$ cat src/rtl/dmac_reg_pkg.sv
package dmac_reg_pkg;

    localparam int unsigned DW       = 32;
    localparam int unsigned BIT_DONE = 1;
    localparam int unsigned BIT_ABT  = 13;

    typedef enum logic [3:0] {
        SEL_NONE,
        SEL_STAT,
        SEL_REQ,
        SEL_EN,
        SEL_DET,
        SEL_SMODE,
        SEL_DMODE,
        SEL_SADDR,
        SEL_DADDR,
        SEL_SIZE
    } chan_sel_e;

    // event vector ordering: [0] = done, [1] = abort
    typedef struct packed {
        logic [1:0]    smode;
        logic [1:0]    dmode;
        logic [DW-1:0] saddr;
        logic [DW-1:0] daddr;
        logic [DW-1:0] size;
        logic [1:0]    req;
        logic [1:0]    en;
        logic          running;
    } chan_regs_t;

    function automatic chan_sel_e decode_ofs(input logic [5:0] ofs);
        case (ofs)
            6'h10:   return SEL_STAT;
            6'h14:   return SEL_REQ;
            6'h18:   return SEL_EN;
            6'h1C:   return SEL_DET;
            6'h20:   return SEL_SMODE;
            6'h24:   return SEL_DMODE;
            6'h28:   return SEL_SADDR;
            6'h2C:   return SEL_DADDR;
            6'h30:   return SEL_SIZE;
            default: return SEL_NONE;
        endcase
    endfunction

    function automatic logic [DW-1:0] place_evt(input logic [1:0] v);
        logic [DW-1:0] w;
        w           = '0;
        w[BIT_DONE] = v[0];
        w[BIT_ABT]  = v[1];
        return w;
    endfunction

    function automatic logic [1:0] pick_evt(input logic [DW-1:0] w);
        return {w[BIT_ABT], w[BIT_DONE]};
    endfunction

endpackage

$ cat src/rtl/dmac_addr_dec.sv
module dmac_addr_dec
    import dmac_reg_pkg::*;
#(
    parameter int unsigned ADDR_W = 12,
    parameter int unsigned N_CH   = 8,
    localparam int unsigned CH_W  = (N_CH > 1) ? $clog2(N_CH) : 1,
    localparam int unsigned GRP_W = ADDR_W - 6
) (
    input  logic [ADDR_W-1:0] addr,
    output logic              is_cmd,
    output logic              ch_hit,
    output logic [CH_W-1:0]   ch_idx,
    output chan_sel_e         sel
);

    localparam logic [ADDR_W-1:0] CH_AREA = ADDR_W'('h100);

    logic [ADDR_W-1:0] rel;
    logic [GRP_W-1:0]  grp;
    logic              in_area;

    always_comb begin
        rel     = addr - CH_AREA;
        grp     = rel[ADDR_W-1:6];
        in_area = (addr >= CH_AREA);
        is_cmd  = (addr == '0);
        ch_hit  = in_area && (grp < GRP_W'(N_CH));
        ch_idx  = grp[CH_W-1:0];
        sel     = decode_ofs(rel[5:0]);
    end

endmodule

$ cat src/rtl/dmac_chan_regs.sv
module dmac_chan_regs
    import dmac_reg_pkg::*;
(
    input  logic          clk,
    input  logic          rst_n,
    input  logic          wr_en,
    input  chan_sel_e     sel,
    input  logic [DW-1:0] wdata,
    input  logic          start_i,
    input  logic          done_evt_i,
    input  logic          abort_evt_i,
    input  logic [1:0]    stat_i,
    input  logic [DW-1:0] remain_i,
    output logic [DW-1:0] rd_word_o,
    output logic [1:0]    smode_o,
    output logic [1:0]    dmode_o,
    output logic [DW-1:0] saddr_o,
    output logic [DW-1:0] daddr_o,
    output logic [DW-1:0] size_o,
    output logic          irq_o
);

    chan_regs_t q, d;
    logic [1:0] det;

    always_comb begin
        d = q;
        if (wr_en) begin
            case (sel)
                SEL_REQ:   d.req   = q.req & ~pick_evt(wdata);
                SEL_EN:    d.en    = pick_evt(wdata);
                SEL_SMODE: d.smode = wdata[5:4];
                SEL_DMODE: d.dmode = wdata[5:4];
                SEL_SADDR: d.saddr = wdata;
                SEL_DADDR: d.daddr = wdata;
                SEL_SIZE:  d.size  = wdata;
                default:   d = d;
            endcase
        end
        // events take priority over a clearing write
        if (done_evt_i)  d.req[0] = 1'b1;
        if (abort_evt_i) d.req    = 2'b11;

        if (start_i)                       d.running = 1'b1;
        else if (done_evt_i || abort_evt_i) d.running = 1'b0;
    end

    always_ff @(posedge clk) begin
        if (!rst_n) q <= '0;
        else        q <= d;
    end

    always_comb begin
        det = q.req & q.en;
        case (sel)
            SEL_STAT:  rd_word_o = place_evt(stat_i);
            SEL_REQ:   rd_word_o = place_evt(q.req);
            SEL_EN:    rd_word_o = place_evt(q.en);
            SEL_DET:   rd_word_o = place_evt(det);
            SEL_SMODE: rd_word_o = {26'd0, q.smode, 4'd0};
            SEL_DMODE: rd_word_o = {26'd0, q.dmode, 4'd0};
            SEL_SADDR: rd_word_o = q.saddr;
            SEL_DADDR: rd_word_o = q.daddr;
            SEL_SIZE:  rd_word_o = q.running ? remain_i : q.size;
            default:   rd_word_o = '0;
        endcase
    end

    assign smode_o = q.smode;
    assign dmode_o = q.dmode;
    assign saddr_o = q.saddr;
    assign daddr_o = q.daddr;
    assign size_o  = q.size;
    assign irq_o   = |det;

endmodule

$ cat src/rtl/dmac_reg_unit.sv
module dmac_reg_unit
    import dmac_reg_pkg::*;
#(
    parameter int unsigned N_CH   = 8,   // 2..31
    parameter int unsigned ADDR_W = 12
) (
    input  logic                 clk,
    input  logic                 rst_n,
    input  logic                 bus_wr,
    input  logic                 bus_rd,
    input  logic [ADDR_W-1:0]    bus_addr,
    input  logic [31:0]          bus_wdata,
    output logic [31:0]          bus_rdata,
    output logic [N_CH-1:0]      eng_start,
    output logic [N_CH-1:0]      eng_abort,
    input  logic [N_CH-1:0]      eng_done_evt,
    input  logic [N_CH-1:0]      eng_abort_evt,
    input  logic [2*N_CH-1:0]    eng_stat,
    input  logic [32*N_CH-1:0]   eng_remain,
    output logic [2*N_CH-1:0]    cfg_src_mode,
    output logic [2*N_CH-1:0]    cfg_dst_mode,
    output logic [32*N_CH-1:0]   cfg_src_addr,
    output logic [32*N_CH-1:0]   cfg_dst_addr,
    output logic [32*N_CH-1:0]   cfg_size,
    output logic [N_CH-2:0]      irq
);

    localparam int unsigned CH_W  = (N_CH > 1) ? $clog2(N_CH) : 1;
    localparam int unsigned N_IRQ = N_CH - 1;

    typedef struct packed {
        logic [N_CH-1:0] start;
        logic [N_CH-1:0] abort;
        logic [DW-1:0]   rdata;
    } top_state_t;

    top_state_t q, d;

    logic            dec_cmd;
    logic            dec_hit;
    logic [CH_W-1:0] dec_idx;
    chan_sel_e       dec_sel;
    logic [DW-1:0]   rd_word [N_CH];
    logic [N_CH-1:0] ch_irq;

    dmac_addr_dec #(.ADDR_W(ADDR_W), .N_CH(N_CH)) dec_i (
        .addr   (bus_addr),
        .is_cmd (dec_cmd),
        .ch_hit (dec_hit),
        .ch_idx (dec_idx),
        .sel    (dec_sel)
    );

    always_comb begin
        d       = q;
        d.start = '0;
        d.abort = '0;
        if (bus_wr && dec_cmd) begin
            for (int i = 0; i < N_CH; i++) begin
                if (bus_wdata[i]) begin
                    if (bus_wdata[31]) d.abort[i] = 1'b1;
                    else               d.start[i] = 1'b1;
                end
            end
        end
        if (bus_rd) d.rdata = dec_hit ? rd_word[dec_idx] : '0;
    end

    always_ff @(posedge clk) begin
        if (!rst_n) q <= '0;
        else        q <= d;
    end

    for (genvar n = 0; n < N_CH; n++) begin : g_ch
        dmac_chan_regs ch_i (
            .clk         (clk),
            .rst_n       (rst_n),
            .wr_en       (bus_wr && dec_hit && (dec_idx == CH_W'(n))),
            .sel         (dec_sel),
            .wdata       (bus_wdata),
            .start_i     (d.start[n]),
            .done_evt_i  (eng_done_evt[n]),
            .abort_evt_i (eng_abort_evt[n]),
            .stat_i      (eng_stat[2*n +: 2]),
            .remain_i    (eng_remain[32*n +: 32]),
            .rd_word_o   (rd_word[n]),
            .smode_o     (cfg_src_mode[2*n +: 2]),
            .dmode_o     (cfg_dst_mode[2*n +: 2]),
            .saddr_o     (cfg_src_addr[32*n +: 32]),
            .daddr_o     (cfg_dst_addr[32*n +: 32]),
            .size_o      (cfg_size[32*n +: 32]),
            .irq_o       (ch_irq[n])
        );
    end

    for (genvar k = 0; k < N_IRQ; k++) begin : g_irq
        if (k == 0) begin : g_shared
            assign irq[k] = ch_irq[0] | ch_irq[1];
        end else begin : g_own
            assign irq[k] = ch_irq[k+1];
        end
    end

    assign bus_rdata = q.rdata;
    assign eng_start = q.start;
    assign eng_abort = q.abort;

endmodule

$ cat config.mk
export PLATFORM = sky130hd
export DESIGN_NAME = dmac_reg_unit
export DESIGN_NICKNAME = d
export VERILOG_FILES = /design/src/rtl/dmac_reg_pkg.sv /design/src/rtl/dmac_addr_dec.sv /design/src/rtl/dmac_chan_regs.sv /design/src/rtl/dmac_reg_unit.sv
export SDC_FILE = /design/constraint.sdc
export NUM_CORES = 2
export LEC_CHECK = 0
export BUFFER_PORTS_ARGS = -buffer_cell sky130_fd_sc_hd__buf_4
export CAP_MARGIN = 20
export CORE_AREA = 2 2 459 461
export CTS_BUF_LIST = sky130_fd_sc_hd__clkbuf_4
export CTS_CLUSTER_DIAMETER = 60
export DETAILED_ROUTE_END_ITERATION = 16
export DIE_AREA = 0 0 461 463
export PLACE_DENSITY = 0.46
export REMOVE_ABC_BUFFERS = 1
export SETUP_SLACK_MARGIN = 0.1
export SLEW_MARGIN = 25
export SYNTH_ARGS = -nofsm -noshare
export SYNTH_HDL_FRONTEND = slang
export SYNTH_HIERARCHICAL = 1
export SYNTH_SLANG_ARGS = --single-unit
$ cat constraint.sdc
create_clock -name clk -period 13.2 [get_ports clk]
set_clock_uncertainty 0.1 [all_clocks]
set_input_delay 1.32 -clock clk [delete_from_list [all_inputs] [get_ports clk]]
set_output_delay 1.32 -clock clk [all_outputs]
set_load 0.1 [all_outputs]
# ---- Word-level counts from Yosys, hierarchy flattened
# Cells that the tools add are included.
dict set report classes {
  n_addsub 1
  magnitude_cmp 3
  n_eq_ne 25
  muxes 96
  n_bitwise 19
  n_reduce_logical 141
}
# operator count
set ops {}
lappend ops {{32-bit one-hot mux with 9 select lines} 8}
lappend ops {{32-bit 2-to-1 mux} 11}
lappend ops {{2-bit AND reduction} 64}
lappend ops {{32-bit binary-select mux with 3-bit select} 1}
lappend ops {{2-bit 2-to-1 mux} 24}
lappend ops {{2-bit nonzero test} 24}
lappend ops {{3-bit nonzero test} 16}
lappend ops {{1-bit 2-to-1 mux} 42}
lappend ops {{5-bit 2-to-1 mux} 8}
lappend ops {{4-bit one-hot mux with 9 select lines} 1}
lappend ops {{2-bit bitwise AND} 16}
lappend ops {{6-bit == test, second input constant} 5}
lappend ops {{6-bit by 5-bit == test with 1-bit output, second input constant} 4}
lappend ops {{3-bit AND reduction} 8}
lappend ops {{4-bit by 3-bit == test with 1-bit output, second input constant} 4}
lappend ops {{16-bit 2-to-1 mux} 1}
lappend ops {{2-bit OR reduction} 8}
lappend ops {{3-bit == test, second input constant} 4}
lappend ops {{12-bit by 9-bit >= comparator with 1-bit output, second input constant} 1}
lappend ops {{12-bit zero test} 1}
lappend ops {{12-bit by 9-bit subtractor with 12-bit output, second input constant} 1}
lappend ops {{1-bit logical AND} 11}
lappend ops {{4-bit by 2-bit == test with 1-bit output, second input constant} 2}
lappend ops {{4-bit == test, second input constant} 2}
lappend ops {{10 further kinds} 18}
dict set report totals {
  regBits 888
  elab_cells 367
}

# ---- Depth between registers and ports, before layout
dict set report depth {
  word_depth 9
  ltp_mapped 15
}

# ---- Hierarchy
# Netlist, hierarchy kept.
# mod instances cells_each area_each_um2
set by_module_without_submodules {}
lappend by_module_without_submodules {{dmac_chan_regs at g_ch[0].ch_i ...} 7 736 5935.7}
lappend by_module_without_submodules {{dmac_chan_regs at g_ch[7].ch_i} 1 730 6105.9}
lappend by_module_without_submodules {dmac_reg_unit 1 477 3946.3}
lappend by_module_without_submodules {dmac_addr_dec 1 30 205.2}

# ---- Least setup slack after synthesis
# OpenSTA, ideal clock, no wires.
dict set report synth_timing {
  path_kind {input port to flip-flop}
  start {in bus_addr[4]}
  end {reg q, in the netlist bus_rdata[4]}
  setup_time_ns 0.119
  arrival_ns 4.921
  required_ns 12.981
  slack_ns 8.060
  cell_stages 12
  path_buffers 3
  cell_sequence {buf_6 > xor2_1 > o211ai_1 > a21oi_1 > buf_4 > clkbuf_1 > nand3b_1 > a21oi_1 > a211o_1 > a22oi_1 > nand3_1 > o221a_1}
}
# element line
set synth_rtl {}
lappend synth_rtl {{from (decl)} dmac_reg_unit.sv:11} ;# input logic [ADDR_W-1:0] bus_addr,
lappend synth_rtl {{to (signal assigned)} dmac_reg_unit.sv:70} ;# if (!rst_n) q <= '0;
lappend synth_rtl {{to (signal assigned)} dmac_reg_unit.sv:71} ;# else q <= d;
lappend synth_rtl {{to (decl)} dmac_reg_unit.sv:37} ;# top_state_t q, d;

==> results by group <==
Worst setup path
  • Arrival time worst endpoint: around 6400 ps
  • CP dominant cell by count: buf_4
  • Critical path endpoint category: flop
  • Worst-path fanout max: 97
  • CP top delay family: buffers and inverters
  • Worst path required time: ~14,000 ps
  • Critical path type: in -> reg
  • Crit-path slowest cell: o21ai_0
  • CP startpoint kind: primary input
  • Worst path bufs/invs: 4
  • CP Cell Sequence: buf_4 > nand3_1 > o21ai_0 > nor4_2 > buf_12 > buf_4 > nor2b_4 > buf_4 > nand3b_2 > o21ai_0 > mux2i_1 > o221ai_1 > o221a_1
  • Max incr delay on CP: 800 ps

Placement
  • Port Buf Inserts: 1,190
  • Hpwl dp: 253.0 mm
  • Placer Congestion: slightly above 0.9
  • Placed inst area: 56,040 um^2

Global routing
  • Initial antenna violation count: 116
  • GRT busiest layer: met2
  • M1 GR Usage: between 30% and 40%
  • Vias in the first global route: a little over 50,000
  • Total track usage: about 31%
  • Congestion Overflow GR: 0
  • Grt met2 use: between 40 and 50%
  • First-pass GRT wire length: 458.2 mm
  • M3 GR Usage: 10.78%
  • Largest net degree at the start of global routing: around 120

STA
  • Total negative slack: 0 ps
  • RSZ-0062 raised after global routing: no
  • Tcrit/Tclk final: between 30% and 40%
  • Slew margin rel.: between 10% and 20%
  • Worst-margin pin slew: 1172 ps
  • Setup-failing EPs final: 0
  • Fin. max-slew vios: 0
  • Final worst path period need: ~5300 ps
  • Max Clk Rate: 190.0 MHz
  • Final-report hold violation count: 0

Logic synthesis
  • XOR/XNOR share of the synthesized area: less than 1%
  • Area share of fa/ha/maj cells after synthesis: less than 1%
  • Synth unique cells: 73
  • Number of flops mapped to enable cells by yosys: 0
  • Synth area leaders: dfxtp_1, buf_4, nand3_1
  • Top-count cell post-synth: buf_4
  • Post-synth top cells: buf_4, dfxtp_1, nand3_1, a21oi_1, o21ai_0
  • Async S/R FF share, synth: 0%
  • Synth Instances: roughly 6,400
  • Mux share of post-synthesis cell area: 6.755%
  • Largest family of logic cells by synthesized area: compound AO/OA/AOI/OAI gates
  • Syn. warnings: 6
  • Leading area contributor after synthesis: dfxtp_1
  • Top-area cell type share of the netlist area: 34.31%
  • Count of state elements after synthesis: approximately 890
  • Mean Syn Cell Area: 8.109 um^2
  • Seq/Total Area, Yosys: ~34%
  • Post-synthesis compound-gate area fraction: 25.56%
  • Synthesized area: between 50,000 and 60,000 um^2
  • Simple-gate area share of the yosys netlist: between 10% and 20%
  • Commonest register cell after synthesis: dfxtp_1

CTS
  • CTS tree: done
  • CTS Buf Count: between 300 and 400
  • Clk_lat worst skew: around 1400 ps
  • Post-cts resize count: 0
  • H-tree lvl count: 5
  • Setup Buffers After CTS: 0
  • Clock transition at the registers of the reported paths: 50 ps
  • Post-CTS Hold Fix Bufs: 5
  • Clock sink total: about 890
  • Clk buf depth: 4
  • Root buffer cell: clkbuf_4

Final layout
  • Area occupied by multi-input gates: about 25,000 um^2
  • Synthesis-to-layout area growth: 15.02%
  • Fillers: ~23,000
  • Final Net Count: about 6,900
  • Share of layout cells above drive strength 1: ~28%
  • Storage cell area: between 15,000 and 20,000 um^2
  • Final non-filler cell area: around 60,000 um^2

Flow run
  • Max-cap violations: 0

Detailed routing
  • Final ANT Viol Nets: 0
  • Initial DRC count: between 6,000 and 7,000
  • Final wirelength: around 350 mm
  • DRC: 0
  • Vias per cell: around 5.6
  • DRT Pass-1 Iters: 9
  • Vias post-DR: 53,740
  • Detailed-route wire length per cell: around 37 um

Power and ir drop
  • Power Dens Cells: around 100 nW/um^2
  • Worst VDD drop: 0.08223 mV
  • Leakage: between 20 and 25 nW

Die
  • Die ar.: roughly 210,000 um^2
  • Ports: ~1,200
  • Core Area: roughly 210,000 um^2
  • Rows: 168
  • Die Wd: between 400 and 500 um
  • Initial core utilization: between 20% and 30%
  • Die height: between 400 and 500 um

Worst hold path
  • Worst hold path class: in -> reg

Status
  • Outcome: finished clean
-- cells by family (layout without fill, tap and decap cells) --
kind of cell | after synthesis | count (layout)
multiplexers | 340 | 340
AO/OA/AOI/OAI | 2345 | 2345
AND/OR/NAND/NOR | 1332 | 1332
buffers and inverters | 1480 | 1827
flip-flops | 888 | 888
adder cells (fa/ha/maj) | 2 | 2
other | 0 | 22
XOR/XNOR | 2 | 2
-- worst min-delay path, delay by kind of cell --
family          cells  cell delay (ps)
buf+inv             2              160
compound gates      1               70
-- cell usage in the layout, fill, tap and decap left out, types with 21 or more instances in the layout --
cell type	count
and3_1	42
mux2i_1	296
clkbuf_4	417
o221ai_1	28
inv_1	24
a21boi_0	29
nor2_1	62
nand2_1	46
mux2_2	30
a21oi_1	751
diode_2	22
a22oi_1	257
nand3b_1	34
o221a_1	21
nor2b_1	40
a21boi_1	73
buf_4	1302
nand3_1	836
clkinv_1	45
o21ai_1	335
nand4_1	21
and3b_1	37
o21ai_0	737
nand2b_1	50
dfxtp_1	880
-- layer usage --
metal	wire, um	share of wire, %	vias up
met3	38090	11	768
met5	642	0.18	-
met4	23620	6.8	100
met1	137900	39	26500
li1	-	-	22870
met2	149600	43	3495
-- area by class of cell --
cell class | count | area share, %
well taps | 2805 | 5.890
multi-input cells | 4021 | 41.40
clock buffers | 417 | 5.254
diodes | 22 | 0.09239
repair buffers | 1318 | 16.82
inverters | 39 | 0.2583
flip-flops and latches | 888 | 29.85
clock inverters | 53 | 0.4346
-- final timing paths --
kind | startpoint | end | slack, ps | cells after the start
max reg2reg | g_ch[5].ch_i/q[0] | bus_rdata[29] | 9910 | 6
max | bus_addr[5] | bus_rdata[17] | 7940 | 13
min reg2reg | g_ch[3].ch_i/size_o[3] | g_ch[3].ch_i/size_o[3] | 390 | 2
min | eng_abort_evt[5] | g_ch[5].ch_i/q[4] | 230 | 3
-- sequential cells by signal, indices dropped and copies added (netlist names) --
register           cells
g_ch.ch_i/dmode_o     16
g_ch.ch_i/smode_o     16
bus_rdata             32
eng_start              8
g_ch.ch_i/q           40
g_ch.ch_i/size_o     256
g_ch.ch_i/daddr_o    256
g_ch.ch_i/saddr_o    256
eng_abort              8
-- stage by stage --
| stage | cells | util (%) | setup slack [ps] | power [mW] | hold WS [ps] |
|---|---|---|---|---|---|
| after floorplan | 4948 | - | -28880 | 2.904 | 361.2 |
| after global placement | 9062 | 26.83 | 6473 | 3.238 | 376.2 |
| after detailed placement | 9065 | 26.88 | 6684 | 3.242 | 379.7 |
| after CTS | 9540 | 28.52 | 8237 | 6.130 | 5.119 |
| after global routing | 9546 | 28.56 | 7905 | 6.285 | 127.4 |
| final | 9563 | 28.58 | 7938 | 6.075 | 230.7 |
-- power breakdown --
part	switching (mW)	internal (mW)	total, mW
clock	1.41	1.47	2.88
sequential	0.00511	2.68	2.69
combinational	0.384	0.121	0.506
total	1.80	4.28	6.08
Power figures use the tool's default switching activity.
